==> src/rtl/dskew_mark_pkg.sv <==
package dskew_mark_pkg;

   localparam int GRP_PER_OCT = 4;

   typedef enum logic [1:0] {
      SPLIT_X8 = 2'b00,
      SPLIT_X4 = 2'b01,
      SPLIT_X2 = 2'b10,
      SPLIT_X1 = 2'b11
   } split_e;

   function automatic logic [GRP_PER_OCT-1:0] split_to_grp(input split_e s);
      logic [GRP_PER_OCT-1:0] m;
      case (s)
         SPLIT_X8: m = 4'b0001;
         SPLIT_X4: m = 4'b0101;
         SPLIT_X2: m = 4'b1111;
         default:  m = 4'b0000;
      endcase
      return m;
   endfunction

endpackage

==> src/rtl/dskew_period_ctr.sv <==
module dskew_period_ctr #(
   parameter int PERIOD = 16
) (
   input  logic clk,
   input  logic rst_n,
   output logic wrap_o
);
   localparam int CNT_W = (PERIOD > 2) ? $clog2(PERIOD) : 1;
   localparam logic [CNT_W-1:0] LAST = CNT_W'(PERIOD - 1);

   logic [CNT_W-1:0] cnt_q;

   always_ff @(posedge clk) begin
      if (!rst_n) begin
         cnt_q <= '0;
      end else if (cnt_q == LAST) begin
         cnt_q <= '0;
      end else begin
         cnt_q <= cnt_q + 1'b1;
      end
   end

   // High in the cycle whose closing edge wraps the counter
   assign wrap_o = (cnt_q == LAST);

endmodule

==> src/rtl/dskew_grp_decode.sv <==
module dskew_grp_decode
   import dskew_mark_pkg::*;
(
   input  logic                   clk,
   input  logic                   rst_n,
   input  logic                   wrap_i,
   input  logic [1:0]             split_i,
   output logic [GRP_PER_OCT-1:0] grp_o
);
   logic [GRP_PER_OCT-1:0] grp_q;

   always_ff @(posedge clk) begin
      if (!rst_n) begin
         grp_q <= '0;
      end else if (wrap_i) begin
         grp_q <= split_to_grp(split_e'(split_i));
      end else begin
         grp_q <= '0;
      end
   end

   assign grp_o = grp_q;

endmodule

==> src/rtl/dskew_lane_fanout.sv <==
module dskew_lane_fanout
   import dskew_mark_pkg::*;
#(
   parameter int OCTET_W = 8
) (
   input  logic [GRP_PER_OCT-1:0] grp_i,
   output logic [OCTET_W-1:0]     lane_o
);
   localparam int HALF_W    = OCTET_W / 2;
   localparam int QUARTER_W = OCTET_W / 4;

   for (genvar j = 0; j < OCTET_W; j++) begin : g_lane
      localparam int HALF_GRP = (j / HALF_W) * 2;
      localparam int QTR_GRP  = j / QUARTER_W;
      // Only one split is active at a time, so OR-ing the candidate groups
      // picks the one that covers this lane.
      assign lane_o[j] = grp_i[0] | grp_i[HALF_GRP] | grp_i[QTR_GRP];
   end

endmodule

==> src/rtl/dskew_mark_gen.sv <==
module dskew_mark_gen
   import dskew_mark_pkg::*;
#(
   parameter int NUM_OCTETS = 2,
   parameter int OCTET_W    = 8,
   parameter int PERIOD     = 16,
   localparam int LANES     = NUM_OCTETS * OCTET_W,
   localparam int GRPS      = NUM_OCTETS * GRP_PER_OCT
) (
   input  logic                    clk,
   input  logic                    rst_n,
   input  logic [2*NUM_OCTETS-1:0] oct_split_i,
   output logic [GRPS-1:0]         grp_stb_o,
   output logic [LANES-1:0]        lane_stb_o
);

   if (OCTET_W < 4 || (OCTET_W % 4) != 0) begin : g_bad_octet
      $error("dskew_mark_gen: OCTET_W must be a positive multiple of 4");
   end
   if (PERIOD < 2) begin : g_bad_period
      $error("dskew_mark_gen: PERIOD must be at least 2");
   end
   if (NUM_OCTETS < 1) begin : g_bad_octets
      $error("dskew_mark_gen: NUM_OCTETS must be at least 1");
   end

   logic wrap;

   dskew_period_ctr #(.PERIOD(PERIOD)) ctr_i (
      .clk    (clk),
      .rst_n  (rst_n),
      .wrap_o (wrap)
   );

   for (genvar o = 0; o < NUM_OCTETS; o++) begin : g_oct
      logic [GRP_PER_OCT-1:0] grp;

      dskew_grp_decode dec_i (
         .clk     (clk),
         .rst_n   (rst_n),
         .wrap_i  (wrap),
         .split_i (oct_split_i[2*o +: 2]),
         .grp_o   (grp)
      );

      dskew_lane_fanout #(.OCTET_W(OCTET_W)) fan_i (
         .grp_i  (grp),
         .lane_o (lane_stb_o[o*OCTET_W +: OCTET_W])
      );

      assign grp_stb_o[o*GRP_PER_OCT +: GRP_PER_OCT] = grp;
   end

endmodule

==> config.mk <==
export PLATFORM = sky130hd
export DESIGN_NAME = dskew_mark_gen
export DESIGN_NICKNAME = d
export VERILOG_FILES = /design/src/rtl/dskew_mark_pkg.sv /design/src/rtl/dskew_period_ctr.sv /design/src/rtl/dskew_grp_decode.sv /design/src/rtl/dskew_lane_fanout.sv /design/src/rtl/dskew_mark_gen.sv
export SDC_FILE = /design/constraint.sdc
export NUM_CORES = 1
export LEC_CHECK = 0
export BUFFER_PORTS_ARGS = -buffer_cell sky130_fd_sc_hd__buf_2
export CAP_MARGIN = 20
export CORE_AREA = 4 4 41 43
export CTS_CLUSTER_SIZE = 8
export DETAILED_ROUTE_END_ITERATION = 7
export DIE_AREA = 0 0 45 47
export GPL_TIMING_DRIVEN = 0
export HOLD_SLACK_MARGIN = 0.08
export PLACE_DENSITY = 0.71
export RECOVER_POWER = 50
export SYNTH_ARGS = -nofsm -noshare
export SYNTH_HDL_FRONTEND = slang
export SYNTH_SLANG_ARGS = --single-unit
==> constraint.sdc <==
create_clock -name clk -period 1 [get_ports clk]
set_input_delay 0.1 -clock clk [delete_from_list [all_inputs] [get_ports clk]]
set_output_delay 0.1 -clock clk [all_outputs]
set_load 0.02 [all_outputs]
Yosys cells after proc, flatten, opt, wreduce, memory -nomap -nowiden. Index checks and enable logic that the tools add are counted.

Register bits after elaboration: 12. Word-level logic and storage cells: 24. Output and inout port bits: 24. Input port bits: 6.

Multiplexer cells: 2. Bitwise gates (word level): 9. $add $sub $neg: 1. Eq/ne operators: 5. Reductions and logical operators: 4.

Operators with widths (count): $pmux W4 S3 (2); $or A1 B1 Y1 (8); $add A4 B1 Y4 const B (1); $eq A2 B1 Y1 const B (2); $eq A2 B2 Y1 const B (2); $eq A4 B4 Y1 const B (1); $logic_not A2 Y1 (2); $reduce_and A2 Y1 (1); $reduce_or A2 Y1 (1); $not A1 Y1 (1).

Depth between registers and ports, before layout. Gate-level depths: netlist (run 1).

Depth after elaboration: 2. Mapped depth: 4. Depth with buffers taken out: 4.

Modules after synthesis. A second synthesis (run 1) with hierarchy kept.

Cells, all modules: 52. Area, all modules: 521.8 um2.

Modules (own cells, without submodules): dskew_grp_decode (instances 2, cells an instance 10, area an instance 120.1 um2, seq. area each 60.1 um2); dskew_period_ctr (instances 1, cells an instance 16, area an instance 168.9 um2, seq. area each 80.1 um2); dskew_lane_fanout (instances 2, cells an instance 8, area an instance 56.3 um2, seq. area each 0.0 um2).

Least setup slack after synthesis (run 1). OpenSTA, ideal clock, no wires.

Path kind: reg2out. Start: register g_oct[0].dec_i.grp_q[0]. End: output lane_stb_o[7]. Setup slack: -0.186 ns. Arrival time: 1.086 ns. Cell stages (with the launch flop): 3. Data required time: 0.900 ns. Path buffers: 1. Path through: dfxtp_1 > or3_1 > buf_4.

Longest elaborated chain between the ends: 2.

Ends and longest elaborated chain: start: declaration (RTL line dskew_grp_decode.sv:10) `logic [GRP_PER_OCT-1:0] grp_q;`; start signal: assignment (RTL line dskew_grp_decode.sv:16) `grp_q <= split_to_grp(split_e'(split_i));`; $or A1 B1 Y1 (2 in series); end: declaration (RTL line dskew_mark_gen.sv:14) `output logic [LANES-1:0] lane_stb_o`.

No other way between the ends.

Final worst setup path (run 1).
Start: register g_oct[1].dec_i.grp_q[0]. End: output lane_stb_o[15].

Longest elaborated chain between the ends: 2.

Ends and longest elaborated chain: start: declaration (RTL line dskew_grp_decode.sv:10); start signal: assignment (RTL line dskew_grp_decode.sv:16); $or A1 B1 Y1 (2 in series) (RTL line dskew_lane_fanout.sv:17) `assign lane_o[j] = grp_i[0] | grp_i[HALF_GRP] | grp_i[QTR_GRP];`.

No other way between the ends.

==> reports/results.txt, run 1 <==
final hold violation count - 0
Leak - 0.000523 uW
length of the first detailed-routing pass in iterations - 2
number of DRC markers after the initial detailed-route iteration - 3
finished layout cell area - 1000 um2
Mapped Cells - 55
number of nets in the layout - 109
violated checks - setup timing
slew at the pin closest to its max-slew limit - 0.272 ns
Tot Pwr - 843 uW
horizontal die dimension - 45 um
result of the run - finished, violations left
via-per-instance ratio - 4.57
worst-case clock skew - 0.00418 ns
arrival time reported for the critical path endpoint - 1.24 ns
placed cell area - 692 um2
Post-Synthesis Mean Instance Area - 9.15 um2
portion of synthesized cell area occupied by the leading cell type - 0.398
total track usage - 0.155
Via Count - 512
Synth area leaders - sky130_fd_sc_hd__dfxtp_1, sky130_fd_sc_hd__buf_4, sky130_fd_sc_hd__ha_1
Routed Antenna Nets - 0
maximum number of pins on one net before global-route repair - 7
Num Clock Sinks - 10
number of buffers inserted for hold repair after clock tree synthesis - 0
final antenna diode count - 0
Die Area - 2120 um2
Yosys warning count - 0
H-tree lvl count - 1
global placement routability congestion - 0.647
setup violators final - 27
leading area contributor after synthesis - sky130_fd_sc_hd__dfxtp_1
cell area after synthesis - 503 um2
detailed placer's ending HPWL - 764 um
count of buffers from port buffering - 29
fraction of the yosys area taken by sequential cells - 0.398
total number of placement rows - 13
sort of element at the start of the critical path - register
placeable core region - 1300 um2
clock root buffer - sky130_fd_sc_hd__clkbuf_4
most common library cell in the layout ignoring fill and taps - sky130_fd_sc_hd__buf_6
chip height - 47 um
pins over their slew limit - 0
vias in the first global route - 479
library cells used by synthesis - 16
time the final worst path needs with I/O delays and setup - 1.34 ns
classification of the worst setup path - register to output pin
post-placement worst setup slack - -0.0652 ns
Reg clk slew, reported paths - 0.07 ns
Primary FF master, synth - sky130_fd_sc_hd__dfxtp_1
area used by multi-input combinational logic - 225 um2
Avg WL per Cell - 14.6 um
Max IR drop VDD - 0.637 mV
post-layout worst setup margin - -0.339 ns
initial antenna violation count - 0
Fill cells - 80
aggregate global routing overflow - 0
Max Buffers Root-to-Sink - 2
wire length of the first global-routing pass - 2240 um
Hold/Removal Path Class - input pin to register
sequential standard cell area - 215 um2
share of the clock period used by the worst path - 1.34
number of register bits inferred by synthesis - 10
number of nets in the synthesized netlist - 66
endpoint class of the critical path - output pin
starting density of the core - 0.387
highest net fanout along the worst path - 2
count of pins on the block boundary - 30
remaining design rule violation count - 0
max frequency - 747 MHz
Worst slew margin - 0.818
area added between synthesis and finish - 99.8%
total negative setup slack - -4.62 ns
RSZ-0062 raised after global routing - yes
required time reported for the critical path endpoint - 0.90 ns
number of synthesized flops with an enable pin - 0
async set-reset flop share out of synthesis - 0
Routed Wire Length - 1640 um
number of clock buffers inserted by TritonCTS - 3
Worst-Skew Late Latency - 0.27 ns
layout cells sized above 1 - 0.732
# Max-Cap Violations - 0
top library cells by usage in the layout, fill and taps aside - sky130_fd_sc_hd__buf_6, sky130_fd_sc_hd__buf_2, sky130_fd_sc_hd__nor2_1, sky130_fd_sc_hd__dfxtp_2
TritonCTS clock tree - yes
pwr/cell area - 839 nW/um2
worst max-delay path: stages, from the launching register on:
cell                      delay, ns
sky130_fd_sc_hd__dfxtp_2       0.33
sky130_fd_sc_hd__or3_4         0.40
sky130_fd_sc_hd__buf_6         0.13
sky130_fd_sc_hd__buf_6         0.12
metrics by stage:
step           hold WS (ns)  utilization  cells
6_report             0.0843        0.772    112
5_1_grt              0.0919        0.772    112
4_1_cts              0.0939        0.735    110
3_5_place_dp          0.366        0.532     99
3_3_place_gp          0.357        0.532     99
2_1_floorplan         0.216            -     55
repair_timing:
| item | 4_1_cts | 5_1_grt |
|---|---|---|
| pin swaps | 4 | 4 |
| buffers inserted | 7 | 3 |
| resized for setup | 52 | 18 |
| endpoints found under the setup margin | 20 | 28 |
cells by family after synthesis:
family                     count (synthesis)  synth area share
and+or+nand+nor                           16             0.177
DFF                                       10             0.398
xor gates and xnor gates                   1            0.0174
AOI/OAI and AO/OA                          5            0.0597
adders and majority gates                  5             0.124
buffers and inverters                     18             0.224
layout make-up:
cell class / count / share of cell area
timing repair buffer: 38 / 0.357
buffer: 12 / 0.127
inverter: 6 / 0.0224
multi-input combinational: 27 / 0.224
sequential: 10 / 0.214
clock buffer: 4 / 0.0361
tap: 15 / 0.0187
state kept, by name, summed over array words and instances (netlist names):
| name | count |
|---|---|
| g_oct.dec_i.grp_o | 6 |
| ctr_i.cnt_q | 4 |
per-layer routing:
layer / GRT usage / share of wire
met5: 0 / 0
met4: 0.105 / 0.021
met3: 0.0383 / 0.079
met2: 0.282 / 0.51
met1: 0.156 / 0.39
synth_stat cells (2+ instances only):
library cell	instances
sky130_fd_sc_hd__a21oi_1	2
sky130_fd_sc_hd__buf_4	12
sky130_fd_sc_hd__dfxtp_1	10
sky130_fd_sc_hd__ha_1	5
sky130_fd_sc_hd__inv_1	5
sky130_fd_sc_hd__nor2_1	7
sky130_fd_sc_hd__or2_2	4
sky130_fd_sc_hd__or3_1	2
path summary, 6_finish.rpt:
check,start,to,slack [ns],cells past startpoint
setup / recovery,g_oct[1].dec_i.grp_o[0],lane_stb_o[15],-0.34,3
hold / removal,rst_n,ctr_i.cnt_q[1],0.08,3
setup reg to reg,ctr_i.cnt_q[0],ctr_i.cnt_q[3],-0.07,4
hold reg to reg,ctr_i.cnt_q[0],ctr_i.cnt_q[0],0.45,1
power breakdown:
| group | switching, uW | internal, uW |
|---|---|---|
| Combinational | 28.6 | 26.5 |
| Clock | 146 | 221 |
| Sequential | 14.4 | 406 |
Power figures use the tool's default switching activity.
==> inputs of run 2 (changes only) <==
- SLEW_MARGIN: not set -> 5
- TNS_END_PERCENT: not set -> 100
- clock period: 1 -> 1.35 ns (I/O delays scaled with it)
==> reports/results.txt, run 2 (synthesis gave the netlist of run 1 again) <==
result of the run - finished clean
placeable core region - 1300 um2 (unchanged)
count of buffers from port buffering - 29 (unchanged)
Die Area - 2120 um2 (unchanged)
final hold violation count - 0 (unchanged)
Max IR drop VDD - 0.575 mV (-9.8%)
most common library cell in the layout ignoring fill and taps - sky130_fd_sc_hd__buf_2
remaining design rule violation count - 0 (unchanged)
length of the first detailed-routing pass in iterations - 2 (unchanged)
horizontal die dimension - 45 um (unchanged)
area added between synthesis and finish - 40.3%
endpoint class of the critical path - output pin
classification of the worst setup path - register to output pin
vias in the first global route - 388 (-19%)
gate family responsible for the most delay along the worst path - flip-flops
final core area utilization - 0.542 (-0.230)
top library cells by usage in the layout, fill and taps aside - sky130_fd_sc_hd__buf_2, sky130_fd_sc_hd__buf_4, sky130_fd_sc_hd__clkbuf_1
cells along the critical path - or2_2 > buf_4 > buf_2
H-tree lvl count - 1 (unchanged)
time the final worst path needs with I/O delays and setup - 1.29 ns
clock root buffer - sky130_fd_sc_hd__clkbuf_4
slew at the pin closest to its max-slew limit - 0.259 ns (-0.0138 ns)
number of clock buffers inserted by TritonCTS - 3 (unchanged)
TritonCTS clock tree - yes
detailed placer's ending HPWL - 772 um (+1.0%)
aggregate global routing overflow - 0 (unchanged)
Reg clk slew, reported paths - 0.06 ns (about the same)
Hold/Removal Path Class - input pin to register
final antenna diode count - 0 (unchanged)
finished layout cell area - 706 um2 (-30%)
number of buffers inserted for hold repair after clock tree synthesis - 0 (unchanged)
arrival time reported for the critical path endpoint - 1.16 ns (-0.08 ns)
number of nets in the layout - 101 (-7.3%)
Num Clock Sinks - 10 (unchanged)
highest net fanout along the worst path - 5 (+3)
layout cells sized above 1 - 0.523 (-0.209)
# Max-Cap Violations - 0 (unchanged)
Worst-Skew Late Latency - 0.25 ns (-0.02 ns)
cell with the largest stage delay on the worst path - sky130_fd_sc_hd__dfxtp_2
Leak - 0.000400 uW (-24%)
total number of placement rows - 13 (unchanged)
max frequency - 774 MHz
placed cell area - 667 um2 (-3.6%)
share of the clock period used by the worst path - 0.957
global placement routability congestion - 0.647 (about the same)
number of DRC markers after the initial detailed-route iteration - 3 (unchanged)
RSZ-0062 raised after global routing - no
Avg WL per Cell - 8.94 um (-39%)
Via Count - 443 (-13%)
worst-case clock skew - 0.00253 ns (-0.00166 ns)
maximum number of pins on one net before global-route repair - 7 (unchanged)
number of buffers and inverters on the critical path - 2 (unchanged)
largest stage delay on the critical path - 0.33 ns (-0.07 ns)
number of flip-flops under the largest register name - 6 (unchanged)
Fill cells - 134 (+68%)
total track usage - 0.0952 (-0.0601)
Tot Pwr - 535 uW (-37%)
starting density of the core - 0.387 (unchanged)
required time reported for the critical path endpoint - 1.22 ns (+0.32 ns)
wire length of the first global-routing pass - 1480 um (-34%)
setup violators final - 0 (-100%)
pins over their slew limit - 0 (unchanged)
initial antenna violation count - 0 (unchanged)
count of pins on the block boundary - 30 (unchanged)
Routed Wire Length - 921 um (-44%)
Max Buffers Root-to-Sink - 2 (unchanged)
sort of element at the start of the critical path - register
Worst slew margin - 0.828 (+0.00992)
pwr/cell area - 757 nW/um2 (-9.7%)
Routed Antenna Nets - 0 (unchanged)
chip height - 47 um (unchanged)
via-per-instance ratio - 4.30 (-5.9%)
-- run 2: worst reg2reg max path, stage by stage (launching register included) --
cell                      delay [ns]
sky130_fd_sc_hd__dfxtp_1        0.38
sky130_fd_sc_hd__ha_1           0.26
sky130_fd_sc_hd__nand4_1        0.25
sky130_fd_sc_hd__nor2_1         0.14
-- run 2: routing by layer --
layer | vias to the layer above | global-route usage | wire [um]
met2 | 24 | 0.184 | 434
met4 | 0 | 0.0351 | 0
met1 | 185 | 0.0945 | 329
met5 | - | 0 | 0
li1 | 234 | - | -
met3 | 0 | 0.0307 | 158
-- run 2: per-stage QoR --
stage	worst slack, ns	TNS, ns	hold WS (ns)	std cells
final	0.0587	0	0.138	103
after global routing	0.0188	0	0.133	103
after CTS	-0.0101	-0.0101	0.134	105
after detailed placement	0.225	0	0.401	99
after global placement	0.228	0	0.392	99
after floorplan	0.129	0	0.251	55
-- run 2: power by group --
part           internal, uW  leakage, uW  switching, uW  total (uW)
sequential              303    0.0000832           8.01         311
clock                   102    0.0000138           85.0         187
combinational          18.4     0.000303           18.3        36.8
-- run 2: layout make-up --
| class | instances | area [um2] | share of cell area |
|---|---|---|---|
| well taps | 15 | 18.8 | 0.0266 |
| repair buffers | 32 | 168 | 0.238 |
| flip-flops and latches | 10 | 205 | 0.291 |
| clock buffers | 3 | 22.5 | 0.0319 |
| inverters | 6 | 22.5 | 0.0319 |
| plain buffers | 10 | 75.1 | 0.106 |
| multi-input cells | 27 | 194 | 0.275 |
-- run 2: timing repair --
action,CTS,global route
setup buffers,3,0
gates cloned,0,0
hold endpoints to repair,0,0
setup endpoints to repair,2,2
pin swaps,2,1
resized for setup,6,4
-- run 2: path summary, 6_finish.rpt --
check | to | startpoint | slack [ns] | cells after the start
worst max-delay path | lane_stb_o[11] | g_oct[1].dec_i.grp_o[0] | 0.06 | 3
worst min-delay path | ctr_i.cnt_q[1] | rst_n | 0.14 | 3
worst max register to register | g_oct[0].dec_i.grp_o[2] | ctr_i.cnt_q[0] | 0.25 | 3
worst min register to register | ctr_i.cnt_q[0] | ctr_i.cnt_q[0] | 0.48 | 1
